==> src/rtl/ecc_fix_pkg.sv <==
package ecc_fix_pkg;
  // Symbol and byte geometry of the correction code
  localparam int SYM_W    = 12;
  localparam int BYTE_W   = 8;
  localparam int NIB_W    = SYM_W - BYTE_W;
  // Status bit that enables correction
  localparam int GATE_BIT = 18;
  // Bit offsets of the two syndromes packed into one 32-bit word
  localparam int SYN_LO_OFS = 0;
  localparam int SYN_HI_OFS = 16;
  localparam int WORD_W     = 32;

  typedef enum logic [2:0] {
    ST_IDLE,
    ST_EVAL,
    ST_RD,
    ST_WR,
    ST_DONE
  } fix_state_e;
endpackage

==> src/rtl/ecc_syn_unpack.sv <==
module ecc_syn_unpack
  import ecc_fix_pkg::*;
#(
  parameter int WORDS = 4
) (
  input  logic [WORDS*WORD_W-1:0]  words_i,
  output logic [2*WORDS*SYM_W-1:0] syn_o
);
  logic [WORDS*WORD_W-1:0] words_unused_mask;
  logic                    unused_bits;

  for (genvar w = 0; w < WORDS; w++) begin : g_word
    assign syn_o[(2*w)*SYM_W   +: SYM_W] = words_i[w*WORD_W + SYN_LO_OFS +: SYM_W];
    assign syn_o[(2*w+1)*SYM_W +: SYM_W] = words_i[w*WORD_W + SYN_HI_OFS +: SYM_W];
    assign words_unused_mask[w*WORD_W +: WORD_W] =
      words_i[w*WORD_W +: WORD_W] & 32'hF000_F000;
  end

  assign unused_bits = ^words_unused_mask;
endmodule

==> src/rtl/ecc_sym_map.sv <==
module ecc_sym_map
  import ecc_fix_pkg::*;
#(
  parameter int POS_W   = 11,
  parameter int MAX_POS = 1374,
  localparam int ADDR_W = POS_W + 1
) (
  input  logic [POS_W-1:0]  pos_i,
  input  logic [SYM_W-1:0]  pat_i,
  output logic              ok_o,
  output logic              two_o,
  output logic [ADDR_W-1:0] addr_a_o,
  output logic [BYTE_W-1:0] mask_a_o,
  output logic [ADDR_W-1:0] addr_b_o,
  output logic [BYTE_W-1:0] mask_b_o
);
  logic [POS_W+1:0] triple;
  logic [ADDR_W-1:0] half;

  // floor(3p/2) from shift-and-add
  assign triple = {2'b00, pos_i} + {1'b0, pos_i, 1'b0};
  assign half   = triple[POS_W+1:1];

  always_comb begin
    ok_o     = 1'b1;
    two_o    = 1'b1;
    addr_a_o = half;
    mask_a_o = '0;
    addr_b_o = half;
    mask_b_o = '0;
    if (pos_i > POS_W'(MAX_POS)) begin
      ok_o  = 1'b0;
      two_o = 1'b0;
    end else if (pos_i == '0) begin
      ok_o     = (pat_i[SYM_W-1:BYTE_W] == '0);
      two_o    = 1'b0;
      addr_a_o = '0;
      mask_a_o = pat_i[BYTE_W-1:0];
    end else if (pos_i[0]) begin
      addr_a_o = half;
      mask_a_o = pat_i[SYM_W-1:NIB_W];
      addr_b_o = half + ADDR_W'(1);
      mask_b_o = {pat_i[NIB_W-1:0], {NIB_W{1'b0}}};
    end else begin
      addr_a_o = half - ADDR_W'(1);
      mask_a_o = {{(BYTE_W-NIB_W){1'b0}}, pat_i[SYM_W-1:BYTE_W]};
      addr_b_o = half;
      mask_b_o = pat_i[BYTE_W-1:0];
    end
  end
endmodule

==> src/rtl/ecc_sym_fixer.sv <==
module ecc_sym_fixer
  import ecc_fix_pkg::*;
#(
  parameter int MAX_ERR   = 4,
  parameter int POS_W     = 11,
  parameter int MAX_POS   = 1374,
  parameter int SYN_WORDS = 4,
  localparam int CNT_W    = $clog2(MAX_ERR + 1),
  localparam int IDX_W    = (MAX_ERR > 1) ? $clog2(MAX_ERR) : 1,
  localparam int ADDR_W   = POS_W + 1
) (
  input  logic                         clk,
  input  logic                         rst_n,
  input  logic                         job_valid_i,
  output logic                         job_ready_o,
  input  logic [WORD_W-1:0]            ecc_status_i,
  input  logic [CNT_W-1:0]             err_count_i,
  input  logic [MAX_ERR*POS_W-1:0]     err_pos_i,
  input  logic [MAX_ERR*SYM_W-1:0]     err_pat_i,
  input  logic [SYN_WORDS*WORD_W-1:0]  syn_words_i,
  output logic [2*SYN_WORDS*SYM_W-1:0] syn_o,
  output logic [ADDR_W-1:0]            buf_addr_o,
  output logic                         buf_rd_en_o,
  input  logic [BYTE_W-1:0]            buf_rdata_i,
  output logic                         buf_wr_en_o,
  output logic [BYTE_W-1:0]            buf_wdata_o,
  output logic                         done_o,
  output logic                         uncorrectable_o,
  output logic [CNT_W-1:0]             corrected_o
);
  fix_state_e          state;
  logic [CNT_W-1:0]    idx_q, count_q, corr_q;
  logic                fail_q, unc_q, pend_q;
  logic [POS_W-1:0]    pos_q [MAX_ERR];
  logic [SYM_W-1:0]    pat_q [MAX_ERR];
  logic [ADDR_W-1:0]   cur_addr_q, pend_addr_q;
  logic [BYTE_W-1:0]   cur_mask_q, pend_mask_q;
  logic [IDX_W-1:0]    sel_idx;
  logic                map_ok, map_two;
  logic [ADDR_W-1:0]   map_addr_a, map_addr_b;
  logic [BYTE_W-1:0]   map_mask_a, map_mask_b;
  logic                gate;
  logic                unused_status;

  assign gate          = ecc_status_i[GATE_BIT];
  assign unused_status = ^{ecc_status_i[WORD_W-1:GATE_BIT+1], ecc_status_i[GATE_BIT-1:0]};

  ecc_syn_unpack #(.WORDS(SYN_WORDS)) u_unpack (
    .words_i (syn_words_i),
    .syn_o   (syn_o)
  );

  assign sel_idx = (idx_q < CNT_W'(MAX_ERR)) ? idx_q[IDX_W-1:0] : '0;

  ecc_sym_map #(.POS_W(POS_W), .MAX_POS(MAX_POS)) u_map (
    .pos_i    (pos_q[sel_idx]),
    .pat_i    (pat_q[sel_idx]),
    .ok_o     (map_ok),
    .two_o    (map_two),
    .addr_a_o (map_addr_a),
    .mask_a_o (map_mask_a),
    .addr_b_o (map_addr_b),
    .mask_b_o (map_mask_b)
  );

  always_ff @(posedge clk or negedge rst_n) begin
    if (!rst_n) begin
      state       <= ST_IDLE;
      idx_q       <= '0;
      count_q     <= '0;
      corr_q      <= '0;
      fail_q      <= 1'b0;
      unc_q       <= 1'b0;
      pend_q      <= 1'b0;
      cur_addr_q  <= '0;
      cur_mask_q  <= '0;
      pend_addr_q <= '0;
      pend_mask_q <= '0;
      for (int k = 0; k < MAX_ERR; k++) begin
        pos_q[k] <= '0;
        pat_q[k] <= '0;
      end
    end else begin
      case (state)
        ST_IDLE: begin
          if (job_valid_i) begin
            idx_q   <= '0;
            fail_q  <= 1'b0;
            pend_q  <= 1'b0;
            count_q <= err_count_i;
            for (int k = 0; k < MAX_ERR; k++) begin
              pos_q[k] <= err_pos_i[k*POS_W +: POS_W];
              pat_q[k] <= err_pat_i[k*SYM_W +: SYM_W];
            end
            if (!gate) begin
              unc_q  <= 1'b0;
              corr_q <= '0;
              state  <= ST_DONE;
            end else if (err_count_i > CNT_W'(MAX_ERR)) begin
              unc_q  <= 1'b1;
              corr_q <= '0;
              state  <= ST_DONE;
            end else begin
              state <= ST_EVAL;
            end
          end
        end
        ST_EVAL: begin
          if (idx_q == count_q) begin
            unc_q  <= fail_q;
            corr_q <= fail_q ? '0 : count_q;
            state  <= ST_DONE;
          end else if (!map_ok) begin
            fail_q <= 1'b1;
            idx_q  <= idx_q + CNT_W'(1);
          end else begin
            cur_addr_q  <= map_addr_a;
            cur_mask_q  <= map_mask_a;
            pend_q      <= map_two;
            pend_addr_q <= map_addr_b;
            pend_mask_q <= map_mask_b;
            state       <= ST_RD;
          end
        end
        ST_RD: state <= ST_WR;
        ST_WR: begin
          if (pend_q) begin
            cur_addr_q <= pend_addr_q;
            cur_mask_q <= pend_mask_q;
            pend_q     <= 1'b0;
            state      <= ST_RD;
          end else begin
            idx_q <= idx_q + CNT_W'(1);
            state <= ST_EVAL;
          end
        end
        ST_DONE: state <= ST_IDLE;
        default: state <= ST_IDLE;
      endcase
    end
  end

  assign job_ready_o     = (state == ST_IDLE);
  assign buf_rd_en_o     = (state == ST_RD);
  assign buf_wr_en_o     = (state == ST_WR);
  assign buf_addr_o      = cur_addr_q;
  assign buf_wdata_o     = buf_rdata_i ^ cur_mask_q;
  assign done_o          = (state == ST_DONE);
  assign uncorrectable_o = unc_q;
  assign corrected_o     = corr_q;
endmodule

==> config.mk <==
export PLATFORM = sky130hd
export DESIGN_NAME = ecc_sym_fixer
export DESIGN_NICKNAME = d
export VERILOG_FILES = /design/src/rtl/ecc_fix_pkg.sv /design/src/rtl/ecc_syn_unpack.sv /design/src/rtl/ecc_sym_map.sv /design/src/rtl/ecc_sym_fixer.sv
export SDC_FILE = /design/constraint.sdc
export NUM_CORES = 1
export LEC_CHECK = 0
export ABC_AREA = 0
export ABC_CLOCK_PERIOD_IN_PS = 8000
export BUFFER_PORTS_ARGS = -buffer_cell sky130_fd_sc_hd__buf_2
export CORE_ASPECT_RATIO = 1.5
export CORE_MARGIN = 2
export CORE_UTILIZATION = 25
export CTS_CLUSTER_SIZE = 25
export DETAILED_ROUTE_END_ITERATION = 16
export PLACE_DENSITY = 0.54
export SYNTH_ARGS = -nofsm -noshare
export SYNTH_HDL_FRONTEND = slang
export SYNTH_HIERARCHICAL = 1
export SYNTH_SLANG_ARGS = --single-unit
==> constraint.sdc <==
create_clock -name clk -period 8 [get_ports clk]
set_clock_uncertainty 0.15 [all_clocks]
set_input_delay 1.2 -clock clk [delete_from_list [all_inputs] [get_ports clk]]
set_output_delay 1.2 -clock clk [all_outputs]
set_load 0.005 [all_outputs]
==> Word-level counts from Yosys, hierarchy flattened <==
Cells that the tools add are included.
W data, S select, Z words.
{ "word_totals": {"in_bits": 266, "wordCells": 119, "output_inout_bits": 124, "ff_bits": 147} }
{ "op_classes": {"magnitude_cmp": 4, "n_eq_ne": 14, "n_reduce_logical": 14, "n_bitwise": 3, "muxes": 61, "n_addsub": 4} }
{ "op_table": {"columns": ["operator", "count"], "rows": [
  ["$mux W12", 11],
  ["$mux W8", 9],
  ["$mux W3", 14],
  ["$bmux W12 S2", 1],
  ["$pmux W12 S2", 1],
  ["$bmux W11 S2", 1],
  ["$mux W11", 2],
  ["$pmux W8 S2", 1],
  ["$reduce_and A4 Y1", 4],
  ["$add A11 B12 Y13", 1],
  ["$mux W1", 13],
  ["$add A12 B1 Y12 const B", 1],
  ["$ne A2 B2 Y1 const B", 6],
  ["$pmux W3 S4", 1],
  ["$sub A12 B1 Y12 const B", 1],
  ["$gt A11 B11 Y1 const B", 1],
  ["$logic_not A11 Y1", 1],
  ["$pmux W3 S3", 1],
  ["$xor A8 B8 Y8", 1],
  ["$eq A3 B2 Y1 const B", 2],
  ["$pmux W3 S2", 1],
  ["$reduce_and A5 Y1", 1],
  ["$logic_not A4 Y1", 1],
  ["$mux W2", 2],
  ["19 further kinds", 22]
]} }

==> Logic depth before layout (Yosys ltp) <==
Gate-level depths: netlist of the first run.
{ "logic_depth": {"word_depth": 14, "mapped_depth": 18, "depth_no_buf": 15} }

==> Hierarchy <==
Netlist of the first run, hierarchy kept.
{ "modules_own_cells": {"columns": ["module", "instances", "cells_each", "seq_area_each_um2", "area_per_inst_um2"], "rows": [
  ["ecc_sym_fixer", 1, 531, 3678.5, 6849.1],
  ["ecc_sym_map", 1, 244, 0.0, 1692.9],
  ["ecc_syn_unpack", 1, 96, 0.0, 720.7]
]} }

==> Least setup slack after synthesis of the first run <==
No wires, ideal clock.
{ "synth_timing": {"path_type": "flip-flop to flip-flop", "startpoint": "register idx_q[2]", "endpoint": "register cur_addr_q[11] (netlist: buf_addr_o[11])", "stages_incl_launch_ff": 17, "t_required_ps": 7722, "slack_ps": 3726, "path_buffers": 2, "arrival_time_ps": 3996, "setup_ps": 128, "synth_period_minus_slack_ps": 4274, "cell_sequence": "dfrtp_1 > nand2b_1 > clkbuf_1 > clkbuf_1 > a211oi_1 > a31oi_1 > inv_1 > ha_1 > inv_2 > o31a_1 > or3_4 > a211oi_4 > nand4_2 > o31ai_1 > o31ai_1 > mux2_2 > mux2_1"} }
{ "synth_between": {"elab_chain_cells": 14, "elab_cells_between_ends": 26, "cone_classes": "2 x add/sub; 2 x order compare; 3 x eq/ne; 15 x mux; 1 x bitwise; 3 x reduce/logical"} }
{ "synth_lines": {"columns": ["element", "line_no", "rtl"], "rows": [
  ["start: declaration", "ecc_sym_fixer.sv:32", "logic [CNT_W-1:0] idx_q, count_q, corr_q;"],
  ["start signal: assignment", "ecc_sym_fixer.sv:115", "idx_q <= idx_q + CNT_W'(1);"],
  ["start signal: assignment", "ecc_sym_fixer.sv:133", "idx_q <= idx_q + CNT_W'(1);"],
  ["$lt A3 B3 Y1 *", "ecc_sym_fixer.sv:53", "assign sel_idx = (idx_q < CNT_W'(MAX_ERR)) ? idx_q[IDX_W-1:0] : '0;"],
  ["$mux W2 *", "ecc_sym_fixer.sv:53", null],
  ["$not A2 Y3 (implied by the code) *", "ecc_sym_fixer.sv:56", ".pos_i (pos_q[sel_idx]),"],
  ["$bmux W11 S2 *", "ecc_sym_fixer.sv:56", null],
  ["$mux W11 (implied by the code) * (2 in a row)", "ecc_sym_fixer.sv:56", null],
  ["$add A11 B12 Y13", "ecc_sym_map.sv:21", "assign triple = {2'b00, pos_i} + {1'b0, pos_i, 1'b0};"],
  ["$sub A12 B1 Y12", "ecc_sym_map.sv:45", "addr_a_o = half - ADDR_W'(1);"],
  ["$mux W12", "ecc_sym_map.sv:39", "end else if (pos_i[0]) begin"],
  ["$mux W12", "ecc_sym_map.sv:34", "end else if (pos_i == '0) begin"],
  ["$mux W12 *", "ecc_sym_map.sv:31", "if (pos_i > POS_W'(MAX_POS)) begin"],
  ["net map_addr_a[11]", "ecc_sym_fixer.sv:40", "logic [ADDR_W-1:0] map_addr_a, map_addr_b;"],
  ["$mux W12 *", "ecc_sym_fixer.sv:113", "end else if (!map_ok) begin"],
  ["$mux W12 *", "ecc_sym_fixer.sv:109", "if (idx_q == count_q) begin"],
  ["$pmux W12 S2 *", "ecc_sym_fixer.sv:84", "case (state)"],
  ["end signal: assignment", "ecc_sym_fixer.sv:117", "cur_addr_q <= map_addr_a;"],
  ["end signal: assignment", "ecc_sym_fixer.sv:128", "cur_addr_q <= pend_addr_q;"],
  ["end: declaration", "ecc_sym_fixer.sv:36", "logic [ADDR_W-1:0] cur_addr_q, pend_addr_q;"]
]} }
Mark *: on every way through the listed nets, which the timed path passes. The rest lies on a longest branch. The select of a mux whose other input is x is not followed.
A chain may end at the register's enable or synchronous reset.

==> Final worst setup path of the first run <==
{ "layout_timing": {"startpoint": "register idx_q[0]", "endpoint": "register cur_addr_q[4] (netlist: buf_addr_o[4])"} }
{ "layout_between": {"elab_cells_between_ends": 26, "cone_classes": "2 x add/sub; 2 x order compare; 3 x eq/ne; 15 x mux; 1 x bitwise; 3 x reduce/logical"} }
{ "layout_lines": {"columns": ["element", "line_no", "rtl"], "rows": [
  ["$lt A3 B3 Y1", "ecc_sym_fixer.sv:53", null],
  ["$mux W2 *", "ecc_sym_fixer.sv:53", null],
  ["$not A2 Y3 (implied by the code) *", "ecc_sym_fixer.sv:56, ecc_sym_fixer.sv:57", null],
  ["branches (longest 5 deep; another with $gt A11 B11 Y1)", null, null],
  ["$mux W1 *", "ecc_sym_map.sv:31", null],
  ["net map_ok", "ecc_sym_fixer.sv:39", "logic map_ok, map_two;"],
  ["$ne A2 B2 Y1 (no source line) *", null, null],
  ["$reduce_and A4 Y1 (no source line) *", null, null]
]} }
Mark *: on every way through the listed nets, which the timed path passes. The select of a mux whose other input is x is not followed.

==> results of run 1 <==
-- cell families (layout without fill, tap and decap cells) --
family	after synthesis	in the layout
muxes	169	169
xor gates and xnor gates	27	27
buffers and inverters	166	199
AOI/OAI and AO/OA	132	132
adders and majority gates	29	29
and+or+nand+nor	201	201
DFF	147	147
-- state kept, by name (all words and copies together), names as in the netlist --
register	cells
pend_q	1
state	3
uncorrectable_o	1
pat_q	48
fail_q	1
count_q	3
pos_q	44
buf_addr_o	12
cur_mask_q	8
idx_q	3
pend_addr_q	12
corrected_o	3
pend_mask_q	8
-- worst max-delay path: cells and delay by family (launching register included) --
kind	cells	cell delay (ps)
AO/OA/AOI/OAI	5	1920
AND/OR/NAND/NOR	4	1410
buffers and inverters	3	920
multiplexers	1	380
flip-flops	1	350
adder cells (fa/ha/maj)	1	200
-- through the flow --
step	hold slack, ps	instances	area, um2	setup WS [ps]	utilization (%)
floorplan	322.6	871	9263	3726	-
global placement	318.6	1356	9703	2467	26.44
detailed placement	324.4	1356	9703	2415	26.44
CTS	339.7	1388	10290	2387	28.04
global route	358.2	1388	10290	2046	28.04
finish	333.7	1388	10290	2506	28.04
-- power breakdown --
group / switching (mW) / internal, mW / leakage, nW / total [mW]
Combinational: 2.06 / 1.63 / 2.43 / 3.69
Clock: 0.345 / 0.457 / 0.280 / 0.802
Sequential: 0.213 / 1.12 / 1.76 / 1.33
Total: 2.61 / 3.21 / 4.47 / 5.82
-- path summary, 6_finish.rpt --
kind / slack (ps) / end / start / depth (start not counted)
worst max-delay path: 2510 / buf_addr_o[4]$_DFFE_PN0P_ / idx_q[0]$_DFFE_PN0P_ / 14
worst min-delay path: 330 / buf_addr_o[9]$_DFFE_PN0P_ / buf_addr_o[9]$_DFFE_PN0P_ / 1
worst max register to register: 2510 / buf_addr_o[4]$_DFFE_PN0P_ / idx_q[0]$_DFFE_PN0P_ / 14
worst min register to register: 330 / buf_addr_o[9]$_DFFE_PN0P_ / buf_addr_o[9]$_DFFE_PN0P_ / 1
max in group asynchronous: 5570 / idx_q[0]$_DFFE_PN0P_ / rst_n / 2
min in group asynchronous: 620 / corrected_o[2]$_DFFE_PN0P_ / rst_n / 1
-- layout make-up --
| class | instances | area (um2) |
|---|---|---|
| Fill cell | 3845 | 26400 |
| Clock inverter | 12 | 118.9 |
| Tap cell | 484 | 605.6 |
| Sequential cell | 147 | 3680 |
| Clock buffer | 20 | 466.7 |
| Timing Repair Buffer | 143 | 744.5 |
| Multi-Input combinational cell | 558 | 4583 |
| Inverter | 24 | 90.09 |
-- routing by layer --
layer | share of wire, % | vias up | track usage, %
met5 | 0 | - | 0
met2 | 45 | 176 | 22.84
li1 | - | 3028 | -
met4 | 6.5 | 0 | 10.61
met1 | 34 | 3012 | 13.41
met3 | 14 | 128 | 9.264
-- cell usage in the layout, fill, tap and decap left out, types with 12 or more instances in the layout --
master / synthesis / layout
o21ai_0: 14 / 14
nand3_1: 15 / 15
xor2_1: 16 / 16
dfrtp_1: 147 / 146
ha_1: 28 / 28
a211oi_1: 30 / 29
nor2b_1: 28 / 27
mux2_2: 116 / 116
buf_2: 13 / 133
a31oi_1: 26 / 25
mux2i_1: 12 / 12
nor2_1: 27 / 27
mux2_1: 21 / 21
nand2_1: 74 / 74
clkbuf_16: 0 / 17
inv_1: 21 / 21
mux2_4: 20 / 20
a21oi_1: 22 / 22
==> results.cfg, run 1 <==
[clock_network]
h-tree-depth = 4
cts_sinks = 147
cts_hold_buf = 0
cts_made_buffers = 17
cts_buffer_depth = 2
cts_tree = done
clk_latency_ps = 440
clk_pin_slew_worst_paths_ps = 70
ctsResizeCount = 0
root_buffer = clkbuf_16
cts_setup_buffers = 0

[critical_path]
critPathMostFrequentCell = buf_4
worstSetupPathType = flop to flop
cp-end-kind = flop
startpoint_type = flop
cp_max_fo = 52
critPathRequiredTime_ps = 8170
worstPathArrival_ps = 5670
path_cells = buf_4 > nand2b_1 > nand2_1 > a31oi_2 > buf_4 > clkinv_1 > ha_1 > and4_1 > a31oi_1 > and2_1 > a21oi_1 > o311ai_1 > a211oi_4 > mux2_1
cpMaxStageDelayCell = a211oi_4
cp_slowest_stage_delay_ps = 950

[timing]
period_minus_slack_ps = 5494
rsz0062_at_grt = no
period_share_pct = 68.67
hold_violations = 0
slew_violations = 0
fin_setup_tns_ps = 0
worst_slew_pin_slew_ps = 1177
fmax_mhz = 182.0
slew_headroom_pct = 21.14
finalSetupViolCount = 0

[synth]
synth-seq-cells = 147
yosysTopAreaCellShare_pct = 39.71
synth_commonest_cells = 147 x dfrtp_1, 116 x mux2_2, 99 x buf_4
yosys.area_share.simple_pct = 11.31
synth_cells = 871
synth_top_family_by_area = multiplexers
synth_edf_count = 0
synth_fa_ha_area_share_pct = 3.998
netlist_area_mm2 = 0.009263
yosysMostFrequentCell = dfrtp_1
synth.largest_area_cell = dfrtp_1
syn_nets = 1166
synthDistinctLibCells = 70
ys_warn_count = 6
async_reset_ff_share_pct = 100.0
yosys-top-cells-area = dfrtp_1 40%, mux2_2 14%, buf_4 8.0%
synth_xor_area_share_pct = 2.715
ys_seq_area_share_pct = 39.71
syn_area_per_cell_um2 = 10.63
synth_mux_area_share_pct = 21.19
synth_compound_area_share_pct = 9.915
synth_ff_type = dfrtp_1

[route]
dr_total_vias = 6344
wl_mm = 27.60
dr.first_iter.drc_count = 228
drc = 0
first_pass_iters = 4
postRouteAntennaNets = 0
post_drt_wl_per_cell_um = 19.88
routed_via_density = 4.571

[global_routing]
grt_pass1_wl_mm = 40.75
grt_antenna_before_repair = 0
grt_use_total_pct = 14.43
grt_pass1_vias = 6571
overflow = 0
grt_max_degree = 83

[power]
max-vdd-ir-drop_v = 0.0002177
p_total_mw = 5.823
leakage_nw = 4.473
p_per_area_mw_per_mm2 = 565.9

[finish]
n_antenna_cell = 0
area_growth_pct = 11.08
nets = 1186
drive_gt1_share_pct = 36.95

[worst_hold_path]
min-delay-path-class = flop to flop

[place]
gp_congestion = 0.8652
dpl.hpwl_mm = 21.68
port_buffers = 134

[floorplan]
die_area_mm2 = 0.03864
pin_count = 390
dieWidth_um = 161.2
coreArea_mm2 = 0.03669
rows = 86
start_util_pct = 25.24
die-height_um = 239.7

[flow_run]
maxCapViolCount = 0

[run_status]
outcome = completed
Power figures use the tool's default switching activity.
==> run 2: changes to the inputs <==
--- a/config.mk
+++ b/config.mk
@@ -5,8 +5,8 @@
 export SDC_FILE = /design/constraint.sdc
 export NUM_CORES = 1
 export LEC_CHECK = 0
-export ABC_AREA = 0
-export ABC_CLOCK_PERIOD_IN_PS = 8000
+export ABC_AREA = 1
+export ABC_CLOCK_PERIOD_IN_PS = 5200
 export BUFFER_PORTS_ARGS = -buffer_cell sky130_fd_sc_hd__buf_2
 export CORE_ASPECT_RATIO = 1.5
 export CORE_MARGIN = 2
==> constraint.sdc (replaced) <==
create_clock -name clk -period 5.2 [get_ports clk]
set_clock_uncertainty 0.15 [all_clocks]
set_input_delay 0.78 -clock clk [delete_from_list [all_inputs] [get_ports clk]]
set_output_delay 0.78 -clock clk [all_outputs]
set_load 0.005 [all_outputs]
==> results.cfg, run 2 <==
[route]
wl_mm = 26.65
postRouteAntennaNets = 0
first_pass_iters = 5
dr.first_iter.drc_count = 478
routed_via_density = 4.380
dr_total_vias = 7906
post_drt_wl_per_cell_um = 14.76
drc = 0

[clock_network]
cts_hold_buf = 0
cts_buffer_depth = 2
h-tree-depth = 4
cts_made_buffers = 17
clk_pin_slew_worst_paths_ps = 70
ctsResizeCount = 0
cts_tree = done
cts_setup_buffers = 0
root_buffer = clkbuf_16
cts_sinks = 147
clk_latency_ps = 440

[timing]
worst_slew_pin_slew_ps = 921.9
slew_headroom_pct = 38.54
period_share_pct = 89.40
hold_violations = 0
fmax_mhz = 215.1
slew_violations = 0
fin_setup_tns_ps = 0
finalSetupViolCount = 0
rsz0062_at_grt = no
period_minus_slack_ps = 4649

[floorplan]
die_area_mm2 = 0.03927
pin_count = 390
rows = 87
start_util_pct = 25.22
die-height_um = 241.7
dieWidth_um = 162.5
coreArea_mm2 = 0.03734

[synth]
yosys-top-cells-area = dfrtp_1 39%, nand2_1 19%, buf_4 8.0%
syn_nets = 1581
yosysMostFrequentCell = nand2_1
syn_area_per_cell_um2 = 7.323
synth-seq-cells = 147
yosysTopAreaCellShare_pct = 39.06
synth_cells = 1286
synth_edf_count = 0
synth_ff_type = dfrtp_1
synthDistinctLibCells = 41
synth_commonest_cells = 474 x nand2_1, 147 x dfrtp_1, 119 x inv_1
synth.largest_area_cell = dfrtp_1
ys_seq_area_share_pct = 39.06
ys_warn_count = 6
async_reset_ff_share_pct = 100.0
netlist_area_mm2 = 0.009418

[place]
dp.cells = 1773
dpl.hpwl_mm = 20.53
gp_congestion = 0.8275
port_buffers = 134

[critical_path]
r2r_end = cur_mask_q[3]$_DFFE_PN0P_
crit_cells = 21
critPathCapture = cur_mask_q[3]$_DFFE_PN0P_
path_cells = nor2_1 > clkinv_1 > buf_4 > o21ai_0 > a21oi_1 > a21oi_1 > inv_1 > ha_1 > a21oi_1 > nand3_1 > nand2_4 > nand2_2 > nor2_1 > inv_1 > o22ai_1 > a21oi_1 > inv_1 > nand2_1 > nand2_1 > nand4_1 > nand2_1
r2r_start = idx_q[2]$_DFFE_PN0P_
cp_slowest_stage_delay_ps = 570
cp-end-kind = flop
cpMaxStageDelayCell = nor2_1
critPathRequiredTime_ps = 5420
startpoint_type = flop
crit_buf_inv = 5
worstSetupPathType = flop to flop
cp_max_fo = 11
rrSetupSlack_ps = 550
worstPathArrival_ps = 4870
critPathLaunch = idx_q[2]$_DFFE_PN0P_
rr_worst_depth = 21
critPathMostFrequentCell = a21oi_1
crit_family = simple AND/OR/NAND/NOR gates

[run_status]
outcome = completed

[finish]
drive_gt1_share_pct = 18.01
n_antenna_cell = 0
top_register = pat_q
reg_top3 = pat_q x48, pos_q x44
nFillCells = 4081
nets = 1598
final_cell_mix = 474 x nand2_1, 147 x dfrtp_1, 133 x buf_2, 119 x inv_1, 77 x o21ai_0
multiInputGateArea_mm2 = 0.004264
finalNonFillerCells = 1805
layout_commonest_cell = nand2_1
regArea_mm2 = 0.003679
area_growth_pct = 10.60
largest_reg_flops = 48

[power]
max-vdd-ir-drop_v = 0.0002438
clkPwrFrac_pct = 17.0
p_int_mw = 3.731
p_switching_mw = 3.516
p_sw_share_pct = 48.52
p_per_area_mw_per_mm2 = 695.7
leakage_nw = 5.587
seq_power_share_pct = 26.3
p_comb_share_pct = 56.7

[global_routing]
grt_max_degree = 100
grt_pass1_wl_mm = 42.30
grt_use_total_pct = 13.76
grt_antenna_before_repair = 0
grt_pass1_vias = 7969
overflow = 0

[worst_hold_path]
min-delay-path-class = input pin to asynchronous set/reset pin

[flow_run]
maxCapViolCount = 0
## run 2: changes by cell type in the layout (fill, tap and decap cells not counted), sizes merged, moves of 7 or more
cell / delta
o22ai: +26
a211oi: -31
nor3: -7
a21oi: +41
mux2i: -12
inv: +115
nand3: +27
a31oi: -26
nor2: +17
mux2: -157
nand4: +26
nor2b: -28
nand2: +421
o21ai: +67
## run 2: worst register-to-register path, stage by stage, from the launching register on
cell	delay [ps]
dfrtp_1	430
nor2_1	160
clkinv_1	310
buf_4	300
o21ai_0	230
a21oi_1	70
a21oi_1	340
inv_1	190
ha_1	250
a21oi_1	180
nand3_1	170
nand2_4	160
nand2_2	150
nor2_1	570
inv_1	260
o22ai_1	180
a21oi_1	70
inv_1	70
nand2_1	60
nand2_1	110
nand4_1	90
nand2_1	90
## run 2: layer usage
| layer | up-vias | track usage [%] | share of wire [%] |
|---|---|---|---|
| met5 | - | 0 | 0 |
| met2 | 201 | 24.66 | 51 |
| met3 | 108 | 2.453 | 5.0 |
| met1 | 3594 | 14.48 | 38 |
| li1 | 4003 | - | - |
| met4 | 0 | 9.370 | 6.7 |
## run 2: metrics by stage
stage / hold WS (ps) / worst slack [ps] / cell area (um2) / util, % / total power, mW
2_1_floorplan: 292.2 / 1451 / 9418 / - / 5.137
3_3_place_gp: 305.1 / 671.4 / 9826 / 26.32 / 5.997
3_5_place_dp: 307.6 / 584.9 / 9826 / 26.32 / 6.077
4_1_cts: 323.2 / 570.5 / 10420 / 27.90 / 7.346
5_1_grt: 341.8 / 60.29 / 10420 / 27.90 / 8.039
6_report: 299.0 / 551.3 / 10420 / 27.90 / 7.247
## run 2: worst min-delay path by stage
stage	to	slack, ps	depth (start not counted)
finish	pat_q[31]$_DFFE_PN0P_	300	1
global route	pos_q[39]$_DFFE_PN0P_	340	2
CTS	buf_addr_o[7]$_DFFE_PN0P_	320	2
detailed placement	buf_addr_o[7]$_DFFE_PN0P_	310	2
global placement	pos_q[38]$_DFFE_PN0P_	310	2
floorplan	pat_q[36]$_DFFE_PN0P_	290	2
## run 2: layout make-up
class                           count  share of cell area [%]
Tap cell                          489                   5.874
Multi-Input combinational cell    857                   40.94
Clock buffer                       17                   4.084
Clock inverter                     15                   1.586
Sequential cell                   147                   35.32
Timing Repair Buffer              146                   7.363
Inverter                          134                   4.841
## run 2: cells by family (layout without fill, tap and decap cells)
family          after synthesis  after routing  share of synthesized area, %
simple gates                621            621                         28.79
buf+inv                     282            312                         15.66
compound gates              187            187                         10.69
flops                       147            147                         39.06
fa+ha+maj                    29             29                         3.933
xor+xnor                     20             20                         1.860
## run 2: power by group through the flow
stage	logic [mW]	clock network, mW	registers [mW]
6_report	4.11	1.23	1.90
3_5_place_dp	4.15	0	1.92
3_3_place_gp	4.09	0	1.90
2_1_floorplan	3.28	0	1.86
4_1_cts	4.17	1.27	1.91
5_1_grt	4.76	1.32	1.97
